==> src/rtl/cm_sysctl.sv <==
module cm_sysctl #(
  parameter int          ADDR_W    = 7,
  parameter int          MEM_MB    = 128,
  parameter logic [31:0] ID_WORD   = 32'h411A3001,
  parameter logic [31:0] STAT_WORD = 32'h00100000,
  parameter logic [15:0] KEY       = 16'hA05F
) (
  input  logic              clk,
  input  logic              rst_n,
  input  logic              bus_sel,
  input  logic              bus_we,
  input  logic [ADDR_W-1:0] bus_addr,
  input  logic [31:0]       bus_wdata,
  output logic [31:0]       bus_rdata,
  output logic              err_o,
  output logic              remap_o,
  output logic              board_rst_o,
  output logic              led_o,
  output logic              irq_o,
  output logic              fiq_o
);

  localparam logic [31:0] SIZE_CODE = (MEM_MB >= 256) ? 32'h10 :
                                      (MEM_MB >= 128) ? 32'h0C :
                                      (MEM_MB >= 64)  ? 32'h08 :
                                      (MEM_MB >= 32)  ? 32'h04 : 32'h0;
  localparam logic [31:0] SDRAM_RST = 32'h00011122 | SIZE_CODE;
  localparam logic [31:0] OSC_RST   = 32'h01000048;
  localparam logic [31:0] AUX_RST   = 32'h0007FEFF;
  localparam logic [31:0] INIT_RST  = 32'h00000112;
  localparam logic [31:0] ZERO_BASE = 32'd64;

  logic [31:0] osc, aux, ctrl, sdram, init_w, flags, nvflags, ien, fen;
  logic [15:0] lock;
  logic        lvl;
  logic [31:0] widx, lvl32, rval;
  logic        rd_ok, wr_ok, unlocked, wr, rd;

  assign widx     = 32'(bus_addr);
  assign lvl32    = {31'd0, lvl};
  assign unlocked = (lock == KEY);
  assign wr       = bus_sel & bus_we;
  assign rd       = bus_sel & ~bus_we;

  always_comb begin
    rd_ok = 1'b1;
    rval  = '0;
    case (widx)
      32'd0:  rval = ID_WORD;
      32'd1:  rval = '0;
      32'd2:  rval = osc;
      32'd3:  rval = ctrl;
      32'd4:  rval = STAT_WORD;
      32'd5:  rval = unlocked ? {15'd0, 1'b1, lock} : {16'd0, lock};
      32'd7:  rval = aux;
      32'd8:  rval = sdram;
      32'd9:  rval = init_w;
      32'd12: rval = flags;
      32'd14: rval = nvflags;
      32'd16: rval = lvl32 & ien;
      32'd17: rval = lvl32;
      32'd18: rval = ien;
      32'd20: rval = lvl32;
      32'd24: rval = lvl32 & fen;
      32'd25: rval = lvl32;
      32'd26: rval = fen;
      32'd32, 32'd33, 32'd34, 32'd35: rval = '0;
      default: rd_ok = (widx >= ZERO_BASE);
    endcase
  end

  always_comb begin
    case (widx)
      32'd2, 32'd3, 32'd5, 32'd7, 32'd8, 32'd9,
      32'd12, 32'd13, 32'd14, 32'd15, 32'd18, 32'd19,
      32'd20, 32'd21, 32'd26, 32'd27,
      32'd32, 32'd33, 32'd34, 32'd35: wr_ok = 1'b1;
      default: wr_ok = 1'b0;
    endcase
  end

  assign bus_rdata = rd ? rval : '0;

  always_ff @(posedge clk) begin
    if (!rst_n) begin
      osc <= OSC_RST;  aux <= AUX_RST;  ctrl <= '0;  sdram <= SDRAM_RST;
      init_w <= INIT_RST;  flags <= '0;  nvflags <= '0;  ien <= '0;  fen <= '0;
      lock <= '0;  lvl <= 1'b0;  err_o <= 1'b0;  board_rst_o <= 1'b0;
    end else begin
      err_o       <= bus_sel & (bus_we ? ~wr_ok : ~rd_ok);
      board_rst_o <= wr & (widx == 32'd3) & bus_wdata[3];
      if (wr) begin
        case (widx)
          32'd2:  if (unlocked) osc <= bus_wdata;
          32'd3:  ctrl <= bus_wdata & ~32'h8;
          32'd5:  lock <= bus_wdata[15:0];
          32'd7:  if (unlocked) aux <= bus_wdata;
          32'd8:  sdram <= bus_wdata;
          32'd9:  init_w <= bus_wdata;
          32'd12: flags <= flags | bus_wdata;
          32'd13: flags <= flags & ~bus_wdata;
          32'd14: nvflags <= nvflags | bus_wdata;
          32'd15: nvflags <= nvflags & ~bus_wdata;
          32'd18: ien <= ien | bus_wdata;
          32'd19: ien <= ien & ~bus_wdata;
          32'd20: if (bus_wdata[0]) lvl <= 1'b1;
          32'd21: if (bus_wdata[0]) lvl <= 1'b0;
          32'd26: fen <= fen | bus_wdata;
          32'd27: fen <= fen & ~bus_wdata;
          default: ;
        endcase
      end
    end
  end

  assign remap_o = ctrl[2];
  assign led_o   = ctrl[0];
  assign irq_o   = |(lvl32 & ien);
  assign fiq_o   = |(lvl32 & fen);

  assert_lock_low16_R3: assert property (@(posedge clk) disable iff (!rst_n)
    (wr && widx == 32'd5) |=> (lock == $past(bus_wdata[15:0])));

  assert_osc_guard_R4: assert property (@(posedge clk) disable iff (!rst_n)
    (wr && widx == 32'd2 && !unlocked) |=> $stable(osc));

  assert_flag_set_R5: assert property (@(posedge clk) disable iff (!rst_n)
    (wr && widx == 32'd12) |=> ((flags & $past(bus_wdata)) == $past(bus_wdata)));

  assert_flag_clr_R5: assert property (@(posedge clk) disable iff (!rst_n)
    (wr && widx == 32'd13) |=> ((flags & $past(bus_wdata)) == 32'd0));

  assert_irq_off_R6: assert property (@(posedge clk) disable iff (!rst_n)
    (wr && widx == 32'd19 && bus_wdata == 32'hFFFFFFFF) |=> !irq_o);

  assert_fiq_off_R8: assert property (@(posedge clk) disable iff (!rst_n)
    (wr && widx == 32'd21 && bus_wdata[0]) |=> (!fiq_o && !irq_o));

  assert_brst_pulse_R9: assert property (@(posedge clk) disable iff (!rst_n)
    (wr && widx == 32'd3 && bus_wdata[3]) |=> board_rst_o);

  assert_brst_cause_R9: assert property (@(posedge clk) disable iff (!rst_n)
    board_rst_o |-> $past(wr && widx == 32'd3 && bus_wdata[3]));

  assert_err_cause_R11: assert property (@(posedge clk) disable iff (!rst_n)
    err_o |-> $past(bus_sel));

endmodule

==> config.mk <==
export PLATFORM = sky130hd
export DESIGN_NAME = cm_sysctl
export DESIGN_NICKNAME = d
export VERILOG_FILES = /design/src/rtl/cm_sysctl.sv
export SDC_FILE = /design/constraint.sdc
export NUM_CORES = 1
export LEC_CHECK = 0
export ABC_AREA = 0
export CORE_ASPECT_RATIO = 1.25
export CORE_MARGIN = 4
export CORE_UTILIZATION = 40
export CTS_CLUSTER_DIAMETER = 150
export DETAILED_ROUTE_END_ITERATION = 12
export PLACE_DENSITY = 0.61
export SYNTH_ARGS = -nofsm -noshare
export SYNTH_HDL_FRONTEND = slang
export SYNTH_SLANG_ARGS = --single-unit
==> constraint.sdc <==
create_clock -name clk -period 3.25 [get_ports clk]
set_input_delay 0.325 -clock clk [delete_from_list [all_inputs] [get_ports clk]]
set_output_delay 0.325 -clock clk [all_outputs]
set_load 0.01 [all_outputs]
; Yosys cells after proc, flatten, opt, wreduce, memory -nomap -nowiden
; Memories as Yosys holds them, arrays and structs flattened.
; Cells that the tools add are included.
[totals]
out_inout_bits = 38
register_bits = 306
wordCells = 98
mem_count = 1
inputBits = 43
mem_bits_rw = 0
rom_bits = 64
latch_bits = 0
[op_classes]
div_mod_pow = 0
n_shift = 0
reduce_logical = 22
n_mux = 13
n_mul = 0
n_lt_le_gt_ge = 1
bitwise_logic = 19
eq_ne = 29
addsub = 0
[memory_table]
columns = memory, words, word_bits, read_ports, rd_ports_with_merged_regs, write_ports, line_no
row1 = (name not given), 64, 1, 1, 0, 0, 73  ; case (widx)
[op_table]
columns = op, n
row1 = $pmux 32 s15, 1
row2 = $pmux 32 s2, 4
row3 = $and 32x32->32, 4
row4 = $or 32x32->32, 4
row5 = $eq 7x5->1 const B, 10
row6 = $and 1x32->32, 2
row7 = $reduce_or 32->1, 2
row8 = $eq 7x4->1 const B, 6
row9 = $logic_not 32->1, 1
row10 = $mux 32, 1
row11 = $not 32->32, 1
row12 = $eq 7x6->1 const B, 4
row13 = $logic_not 26->1, 1
row14 = $reduce_or 22->1, 1
row15 = $eq 7x3->1 const B, 3
row16 = $mux 17, 1
row17 = $eq 16x16->1 const B, 1
row18 = $reduce_and 2->1, 8
row19 = $eq 7x2->1 const B, 2
row20 = $reduce_bool 2->1, 5
row21 = $eq 7x1->1 const B, 1
row22 = $ge 7x7->1 const B, 1
row23 = $reduce_and 3->1, 2
row24 = $and 1x1->1, 5
row25 = 6 further kinds, 13

; Logic depth before layout (Yosys ltp)
; Gate-level depths: netlist of run 1.
[logic_depth]
depth_word = 6
depth_mapped = 9
depth_no_buf = 7

; Worst setup path after synthesis of run 1
; OpenSTA, ideal clock, no wires.
[synth_path]
path_kind = input -> output
start = in bus_addr[4]
end = out bus_rdata[18]
required_time_ps = 2925
path_buffers = 2
cell_stages = 7
arrival_ps = 1945
slack_ps = 980
cell_sequence = buf_4 -> or3_1 -> buf_4 -> nor4_4 -> a22oi_1 -> and3_1 -> a21oi_1
[synth_via]
elab_chain_len = 4
word_cells_on_any_way = 20
cone_classes = 16 x eq/ne / 2 x mux / 2 x reduce/logical
[synth_lines]
columns = item, line_no
row1 = from (decl), 12  ; input logic [ADDR_W-1:0] bus_addr,
row2 = $eq 7x5->1, 48  ; case (widx)
row3 = $reduce_or 3->1 (no source line), n/a
row4 = $pmux 32 s15 (*), 48
row5 = $mux 32 (*), 82  ; assign bus_rdata = rd ? rval : '0;
row6 = to (decl), 14  ; output logic [31:0] bus_rdata,
; Every way passes the cells marked *; elsewhere a longest branch is shown, timed or not.

; Worst setup path after layout of run 1
[layout_path]
start = in bus_addr[5]
end = out bus_rdata[24]
; The elaborated chain is that of the path after synthesis.

==> results of run 1 <==
-- what timing repair did --
action,4_1_cts,5_1_grt
buffers inserted,2,0
gates cloned,0,0
pin swaps,1,1
resized for setup,27,27
endpoints found under the setup margin,30,14
-- power by group through the flow --
stage	sequential (W)	clock (W)	combinational, W
floorplan	0.00384	0	0.000251
global placement	0.00384	0	0.000496
detailed placement	0.00384	0	0.000497
CTS	0.00376	0.00408	0.000500
global route	0.00376	0.00421	0.000537
finish	0.00376	0.00404	0.000517
-- final cells by class --
| cell class | count | area (µm²) | share of cell area [%] |
|---|---|---|---|
| clock buffers | 56 | 1140 | 6.79 |
| flip-flops and latches | 306 | 6130 | 36.6 |
| repair buffers | 234 | 2280 | 13.6 |
| well taps | 423 | 529 | 3.16 |
| multi-input cells | 1121 | 6610 | 39.5 |
| inverters | 4 | 22.5 | 0.134 |
| clock inverters | 5 | 50.0 | 0.299 |
-- how the worst max path moves through the flow --
stage                      startpoint            end  depth (start not counted)
after floorplan           bus_addr[4]  bus_rdata[18]                          7
after global placement    bus_addr[3]   bus_rdata[5]                          9
after detailed placement  bus_addr[4]   bus_rdata[5]                          9
after CTS                 bus_addr[5]   bus_rdata[3]                         10
after global routing      bus_addr[5]  bus_rdata[24]                         10
final                     bus_addr[5]  bus_rdata[24]                          9
-- worst min-delay path, stage by stage, from the launching register on --
cell	delay [ps]
sky130_fd_sc_hd__dfxtp_1	300
sky130_fd_sc_hd__nand2_1	50
sky130_fd_sc_hd__a21oi_1	50
-- synthesized netlist by cell type (3+ instances only) --
master	n	area, µm²
sky130_fd_sc_hd__buf_6	10	113
sky130_fd_sc_hd__and3_1	10	62.6
sky130_fd_sc_hd__clkbuf_1	98	368
sky130_fd_sc_hd__a222oi_1	30	300
sky130_fd_sc_hd__a22o_1	7	61.3
sky130_fd_sc_hd__a32o_1	4	40.0
sky130_fd_sc_hd__o32ai_1	3	26.3
sky130_fd_sc_hd__buf_4	8	60.1
sky130_fd_sc_hd__a41oi_1	5	43.8
sky130_fd_sc_hd__mux2i_1	14	140
sky130_fd_sc_hd__mux2_2	14	158
sky130_fd_sc_hd__a21oi_1	292	1460
sky130_fd_sc_hd__nor3_4	4	65.1
sky130_fd_sc_hd__nand3_1	84	420
sky130_fd_sc_hd__buf_2	72	360
sky130_fd_sc_hd__nand2b_1	4	25.0
sky130_fd_sc_hd__buf_1	3	11.3
sky130_fd_sc_hd__a32oi_1	4	35.0
sky130_fd_sc_hd__nor3_2	3	30.0
sky130_fd_sc_hd__a31oi_1	25	156
sky130_fd_sc_hd__or3_1	4	25.0
sky130_fd_sc_hd__inv_1	4	15.0
sky130_fd_sc_hd__nand2_1	331	1240
sky130_fd_sc_hd__and2_1	5	31.3
sky130_fd_sc_hd__o22ai_1	3	18.8
sky130_fd_sc_hd__nor2_1	29	109
sky130_fd_sc_hd__nor3b_1	5	37.5
sky130_fd_sc_hd__a311oi_1	127	1110
sky130_fd_sc_hd__a221oi_1	14	123
sky130_fd_sc_hd__dfxtp_1	306	6130
sky130_fd_sc_hd__nor3_1	7	35.0
sky130_fd_sc_hd__nor2b_1	6	37.5
sky130_fd_sc_hd__a22oi_1	43	323
sky130_fd_sc_hd__o21ai_0	6	30.0
sky130_fd_sc_hd__nand4_1	3	18.8
-- per-layer routing --
metal	share of wire (%)	vias to the layer above	routed length, µm	track usage [%]
met1	41	6399	20500	33.6
li1	-	6168	-	-
met3	8.1	115	4030	4.11
met4	3.7	0	1830	9.90
met2	47	651	23400	42.5
met5	0	-	0	0
-- cells in the final DEF, fill, tap and decap left out, types with 6 or more instances in the layout --
master	instances
sky130_fd_sc_hd__nor3_4	6
sky130_fd_sc_hd__a22o_1	7
sky130_fd_sc_hd__buf_6	7
sky130_fd_sc_hd__a31oi_1	24
sky130_fd_sc_hd__a311oi_1	127
sky130_fd_sc_hd__dlymetal6s2s_1	14
sky130_fd_sc_hd__and3_1	9
sky130_fd_sc_hd__o21ai_0	6
sky130_fd_sc_hd__buf_4	124
sky130_fd_sc_hd__a22oi_1	43
sky130_fd_sc_hd__nand3_1	84
sky130_fd_sc_hd__a221oi_1	14
sky130_fd_sc_hd__buf_12	23
sky130_fd_sc_hd__a222oi_1	30
sky130_fd_sc_hd__clkbuf_16	37
sky130_fd_sc_hd__mux2i_1	14
sky130_fd_sc_hd__dlygate4sd2_1	18
sky130_fd_sc_hd__clkbuf_8	14
sky130_fd_sc_hd__a21oi_1	291
sky130_fd_sc_hd__clkdlybuf4s50_1	47
sky130_fd_sc_hd__nor2_1	26
sky130_fd_sc_hd__dfxtp_1	306
sky130_fd_sc_hd__nand2_1	330
sky130_fd_sc_hd__mux2_2	14
-- cells by family after synthesis --
kind of cell	Yosys count
xor gates and xnor gates	1
AOI/OAI and AO/OA	580
adders and majority gates	1
buffers and inverters	195
DFF	306
muxes	28
and+or+nand+nor	511
-- per-stage QoR --
| step | std cells | power (W) |
|---|---|---|
| floorplan | 1622 | 0.00409 |
| global placement | 2086 | 0.00434 |
| detailed placement | 2086 | 0.00434 |
| CTS | 2149 | 0.00834 |
| global route | 2149 | 0.00851 |
| finish | 2149 | 0.00831 |
==> results by group, run 1 <==
Floorplan
  • Initial standard-cell utilization of the core: 40.5%
  • Horizontal extent of the die: 173 µm
  • Vertical die dimension: 214 µm
  • Area of the core region: 33500 µm²
  • Boundary Pins: 81
  • Die area: 36900 µm²
  • # rows: 75

Critical path
  • Crit-path max FO: 18
  • CP Launch Type: input port
  • Buf+Inv Stages, Crit Path: 5
  • R2R setup slack: 760 ps
  • Kind of cell adding the most delay to the critical path: buffers and inverters
  • Crit path kind: input port to primary output
  • Critical path's largest stage delay: 570 ps
  • Kind of end point of the critical path: primary output
  • Slowest cell on the critical path: sky130_fd_sc_hd__clkdlybuf4s50_1
  • WP data required: 2920 ps
  • Sequence of cells on the critical path: clkdlybuf4s50_1 > or3_1 > buf_12 > nor3_2 > buf_4 > buf_12 > a221oi_1 > a21oi_1 > clkdlybuf4s50_1
  • Crit Reg-Reg Endpoint: osc[14]$_SDFFE_PN0P_
  • Data arrival time of the critical path: 2840 ps
  • Launch point of the worst reg-to-reg path: lock[2]$_SDFFE_PN0P_
  • Worst reg-to-reg path cell count: 8

CTS
  • CTS tree: built
  • Clock insertion delay at the later pin of the skew report: 530 ps
  • TritonCTS Buffers: 34
  • Maximum clock insertion buffer count: 3
  • Number of H-tree levels: 2
  • Clock sink total: 306
  • Clock-pin transition on the worst setup and hold timing paths: 60 ps
  • Hold Buf Count CTS: 0
  • Clock root buffer: sky130_fd_sc_hd__clkbuf_16

Worst hold path
  • Worst Hold Class: register to register
  • Worst hold path cell count: 2
  • Capture endpoint of the worst hold path: osc[27]$_SDFFE_PN0P_
  • Worst min-delay path startpoint: osc[27]$_SDFFE_PN0P_

Yosys
  • Synth Area in XOR/XNOR: 0.0646%
  • Post-synthesis adder-cell area fraction: 0.0922%
  • Largest family of logic cells by synthesized area: compound AO/OA/AOI/OAI gates
  • Simple logic cell fraction of the synthesized area: 17.1%
  • Post-synthesis average cell area: 8.36 µm²
  • Synthesis Warnings: 0
  • Primary flip-flop cell chosen by synthesis mapping: sky130_fd_sc_hd__dfxtp_1
  • Cell area after synthesis: 13600 µm²
  • Number of flops mapped to enable cells by yosys: 0
  • Syn_nets: 1666
  • Flip-flop and latch count after synthesis: 306
  • Number of distinct library cells after synthesis: 63
  • Fraction of synthesis flops using an asynchronous set or reset pin: 0%
  • Synthesized-area fraction occupied by ao, oa, aoi and oai cells: 28.6%
  • Number of cells produced by synthesis: 1622
  • Portion of netlist area occupied by mux cells: 2.19%
  • Sequential cell area fraction in the yosys report: 45.2%

Detailed routing
  • DRT Pass-1 Iters: 8
  • Number of DRC violations after detailed-routing iteration 0: 1427
  • Post-detailed-routing wire length: 49700 µm
  • Total via count after detailed routing: 13300
  • Ratio of routed vias to standard cells: 6.20
  • Final routed DRC violation total: 0
  • Wire per inst: 23.1 µm
  • Antenna viol nets, final: 0

Power
  • Clk pwr share: 48.6%
  • Net switching power figure: 0.00193 W
  • Cell Int Power: 0.00639 W
  • Maximum vdd drop: 0.305 mV
  • Portion of total power attributed to sequential cells: 45.2%
  • Total power divided by cell area: 496 nW/µm²
  • Fraction of power consumed by combinational cells: 6.2%
  • Sw frac: 23.2%
  • Leak pwr: 5.76 nW

Timing
  • Worst-case clock skew: 17.4 ps
  • Setup-violating endpoint count in the final report: 0
  • Measured slew at the worst slew-check pin: 702 ps
  • Final hold vios: 0
  • Fin. max-slew vios: 0
  • Max Freq: 0.316 GHz
  • Setup TNS: 0 ps
  • Slew headroom: 53.1%
  • Minimum setup slack in the final design: 81.6 ps
  • Final worst path period need: 3170 ps
  • Final Cycle Share: 97.5%
  • Tightest hold margin: 449 ps

Finish
  • Area growth from synthesis to layout: 23.5%
  • Fraction of final layout cells sized beyond drive strength 1: 15.1%
  • Final std cell area, no fill: 16800 µm²
  • Post-Route Utilization: 50.0%
  • Final antenna diode count: 0
  • Number of filler instances in the final layout: 3168
  • Final-stage net count: 1745

Placement
  • Half-perimeter wire length after placement: 32200 µm
  • Final Wtd Congestion: 0.941
  • Number of buffer cells added on primary ports: 80
  • Cell area after placement: 15500 µm²
  • Placement-stage worst setup slack: -175 ps

Status
  • Result of the run: completed

Global route
  • Maximum number of pins on one net before global-route repair: 96
  • Number of antenna violations at the first check in global routing: 0
  • GRT Util Overall: 25.6%
  • First-pass GRT wire length: 76000 µm
  • Total overflow reported by the global router: 0
  • Via count of the first global-routing pass: 12800

Job
  • Max-cap violations: 0
(Power assumes the default switching activity.)
==> inputs of run 2 (changes only) <==
- CORE_UTILIZATION: 40 -> 45
- PLACE_DENSITY: 0.61 -> not set
- clock period: 3.25 -> 3.1 ns (I/O delays scaled with it)
==> results by group, run 2 (synthesis results as in run 1) <==
Status
  • Result of the run: completed

Power
  • Leak pwr: 5.65 nW (-2.0%)
  • Total power divided by cell area: 514 nW/µm² (+3.6%)
  • Sum of internal, switching and leakage power: 0.00859 W (+3.3%)
  • Maximum vdd drop: 0.451 mV (+48%)

Detailed routing
  • Final routed DRC violation total: 0 (unchanged)
  • Post-detailed-routing wire length: 50200 µm (+1.0%)
  • Antenna viol nets, final: 0 (unchanged)
  • Number of DRC violations after detailed-routing iteration 0: 1545 (+8.3%)
  • Wire per inst: 23.5 µm (+1.7%)
  • Ratio of routed vias to standard cells: 6.29 (+1.4%)
  • DRT Pass-1 Iters: 8 (unchanged)
  • Total via count after detailed routing: 13400 (+0.70%)

Global route
  • Via count of the first global-routing pass: 12700 (-0.37%)
  • GRT Util Overall: 29.4% (+3.8 points)
  • Total overflow reported by the global router: 0 (unchanged)
  • Maximum number of pins on one net before global-route repair: 97 (+1.0%)
  • Number of antenna violations at the first check in global routing: 0 (unchanged)
  • First-pass GRT wire length: 76300 µm (+0.48%)

Critical path
  • CP Launch Type: input port
  • Crit Reg-Reg Endpoint: aux[20]$_SDFFE_PN0P_
  • Crit path kind: input port to primary output
  • Worst reg-to-reg path cell count: 7 (-1)
  • Data arrival time of the critical path: 2660 ps (-180 ps)
  • Launch point of the worst reg-to-reg path: lock[2]$_SDFFE_PN0P_
  • WP data required: 2790 ps (-130 ps)
  • R2R setup slack: 810 ps (+50 ps)
  • Kind of end point of the critical path: primary output
  • Crit-path max FO: 10 (-8)

Worst hold path
  • Worst Hold Class: input port to register
  • Worst min-delay path startpoint: bus_addr[5]
  • Capture endpoint of the worst hold path: err_o$_SDFF_PN0_
  • Worst hold path cell count: 4 (+2)

Timing
  • Max Freq: 0.336 GHz
  • Measured slew at the worst slew-check pin: 639 ps (-62.9 ps)
  • Worst-case clock skew: 11.3 ps (-6.07 ps)
  • Slew headroom: 57.3% (+4.2 points)
  • Unrepaired setup endpoints after global routing: no
  • Final worst path period need: 2970 ps
  • Final hold vios: 0 (unchanged)
  • Final Cycle Share: 95.9%
  • Setup TNS: 0 ps (unchanged)
  • Fin. max-slew vios: 0 (unchanged)
  • Setup-violating endpoint count in the final report: 0 (unchanged)

Job
  • Max-cap violations: 0 (unchanged)

Floorplan
  • Vertical die dimension: 202 µm (-5.5%)
  • Boundary Pins: 81 (unchanged)
  • Area of the core region: 29500 µm² (-12%)
  • Die area: 33000 µm² (-11%)
  • Horizontal extent of the die: 163 µm (-5.5%)
  • Initial standard-cell utilization of the core: 46.0% (+5.5 points)
  • # rows: 70 (-6.7%)

Finish
  • Final-stage net count: 1761 (+0.92%)
  • Number of filler instances in the final layout: 2745 (-13%)
  • Final antenna diode count: 0 (unchanged)
  • Fraction of final layout cells sized beyond drive strength 1: 15.5% (+0.40 points)
  • Most used cells in the layout excluding fill and tap cells: sky130_fd_sc_hd__nand2_1, sky130_fd_sc_hd__dfxtp_1, sky130_fd_sc_hd__a21oi_1
  • Multi-input logic area: 6630 µm² (+0.23%)
  • Post-Route Utilization: 56.6% (+6.6 points)
  • Area growth from synthesis to layout: 23.2%
  • Most common library cell in the layout ignoring fill and taps: sky130_fd_sc_hd__nand2_1
  • Total area of sequential cells: 6130 µm² (unchanged)

CTS
  • CTS tree: built
  • Clock insertion delay at the later pin of the skew report: 510 ps (-20 ps)
  • Clock root buffer: sky130_fd_sc_hd__clkbuf_16
  • TritonCTS Buffers: 34 (unchanged)
  • Clock sink total: 306 (unchanged)
  • Clock-pin transition on the worst setup and hold timing paths: 60 ps (about the same)
  • Number of H-tree levels: 2 (unchanged)
  • Maximum clock insertion buffer count: 3 (unchanged)

Placement
  • Half-perimeter wire length after placement: 32800 µm (+1.8%)
  • Number of buffer cells added on primary ports: 80 (unchanged)
  • Final Wtd Congestion: 0.924 (-1.8%)
-- run 2: worst max path at each step --
stage          depth (start not counted)   startpoint  slack [ps]       endpoint
2_1_floorplan                          7  bus_addr[4]         860  bus_rdata[18]
3_3_place_gp                           8  bus_addr[4]        -290   bus_rdata[5]
3_5_place_dp                           9  bus_addr[3]        -260   bus_rdata[5]
4_1_cts                                9  bus_addr[5]         -60  bus_rdata[31]
5_1_grt                               11  bus_addr[1]          20  bus_rdata[24]
6_report                              10  bus_addr[1]         130  bus_rdata[14]
-- run 2: what timing repair did --
item	in CTS	in global routing
pin swaps	3	3
endpoints found under the setup margin	32	10
resized for setup	48	16
setup buffers	3	1
hold buffers	0	0
-- run 2: area by class of cell --
class / instances / area share (%)
multi-input combinational: 1121 / 39.7
sequential: 306 / 36.7
timing repair buffer: 250 / 13.8
clock buffer: 50 / 6.19
tap: 396 / 2.96
clock inverter: 8 / 0.569
inverter: 4 / 0.135
-- run 2: routing by layer --
metal	wire [µm]	global-route usage, %	vias up
met5	0	0	-
met4	1830	11.3	0
met3	3870	3.88	133
met2	23900	48.2	666
met1	20700	39.4	6423
li1	-	-	6204
-- run 2: metrics by stage --
| step | cells | hold slack [ps] | setup slack [ps] | cell area, µm² |
|---|---|---|---|---|
| 2_1_floorplan | 1622 | 427 | 860 | 13600 |
| 3_3_place_gp | 2073 | 433 | -288 | 15500 |
| 3_5_place_dp | 2073 | 444 | -262 | 15500 |
| 4_1_cts | 2134 | 450 | -57.5 | 16700 |
| 5_1_grt | 2135 | 462 | 18.6 | 16700 |
| 6_report | 2135 | 413 | 126 | 16700 |
-- run 2: critical path, stage by stage --
cell,delay [ps]
sky130_fd_sc_hd__clkdlybuf4s50_1,460
sky130_fd_sc_hd__buf_4,190
sky130_fd_sc_hd__buf_4,210
sky130_fd_sc_hd__nor2b_4,70
sky130_fd_sc_hd__and3_1,180
sky130_fd_sc_hd__buf_4,170
sky130_fd_sc_hd__buf_12,150
sky130_fd_sc_hd__a222oi_1,440
sky130_fd_sc_hd__a31oi_1,160
sky130_fd_sc_hd__dlygate4sd2_1,310
-- run 2: power breakdown --
part / switching (W) / internal, W / total [W] / leakage (nW)
clock network: 0.00163 / 0.00248 / 0.00410 / 0.552
logic: 0.000370 / 0.000178 / 0.000548 / 2.63
registers: 0.00000358 / 0.00394 / 0.00394 / 2.47
total: 0.00200 / 0.00659 / 0.00859 / 5.65
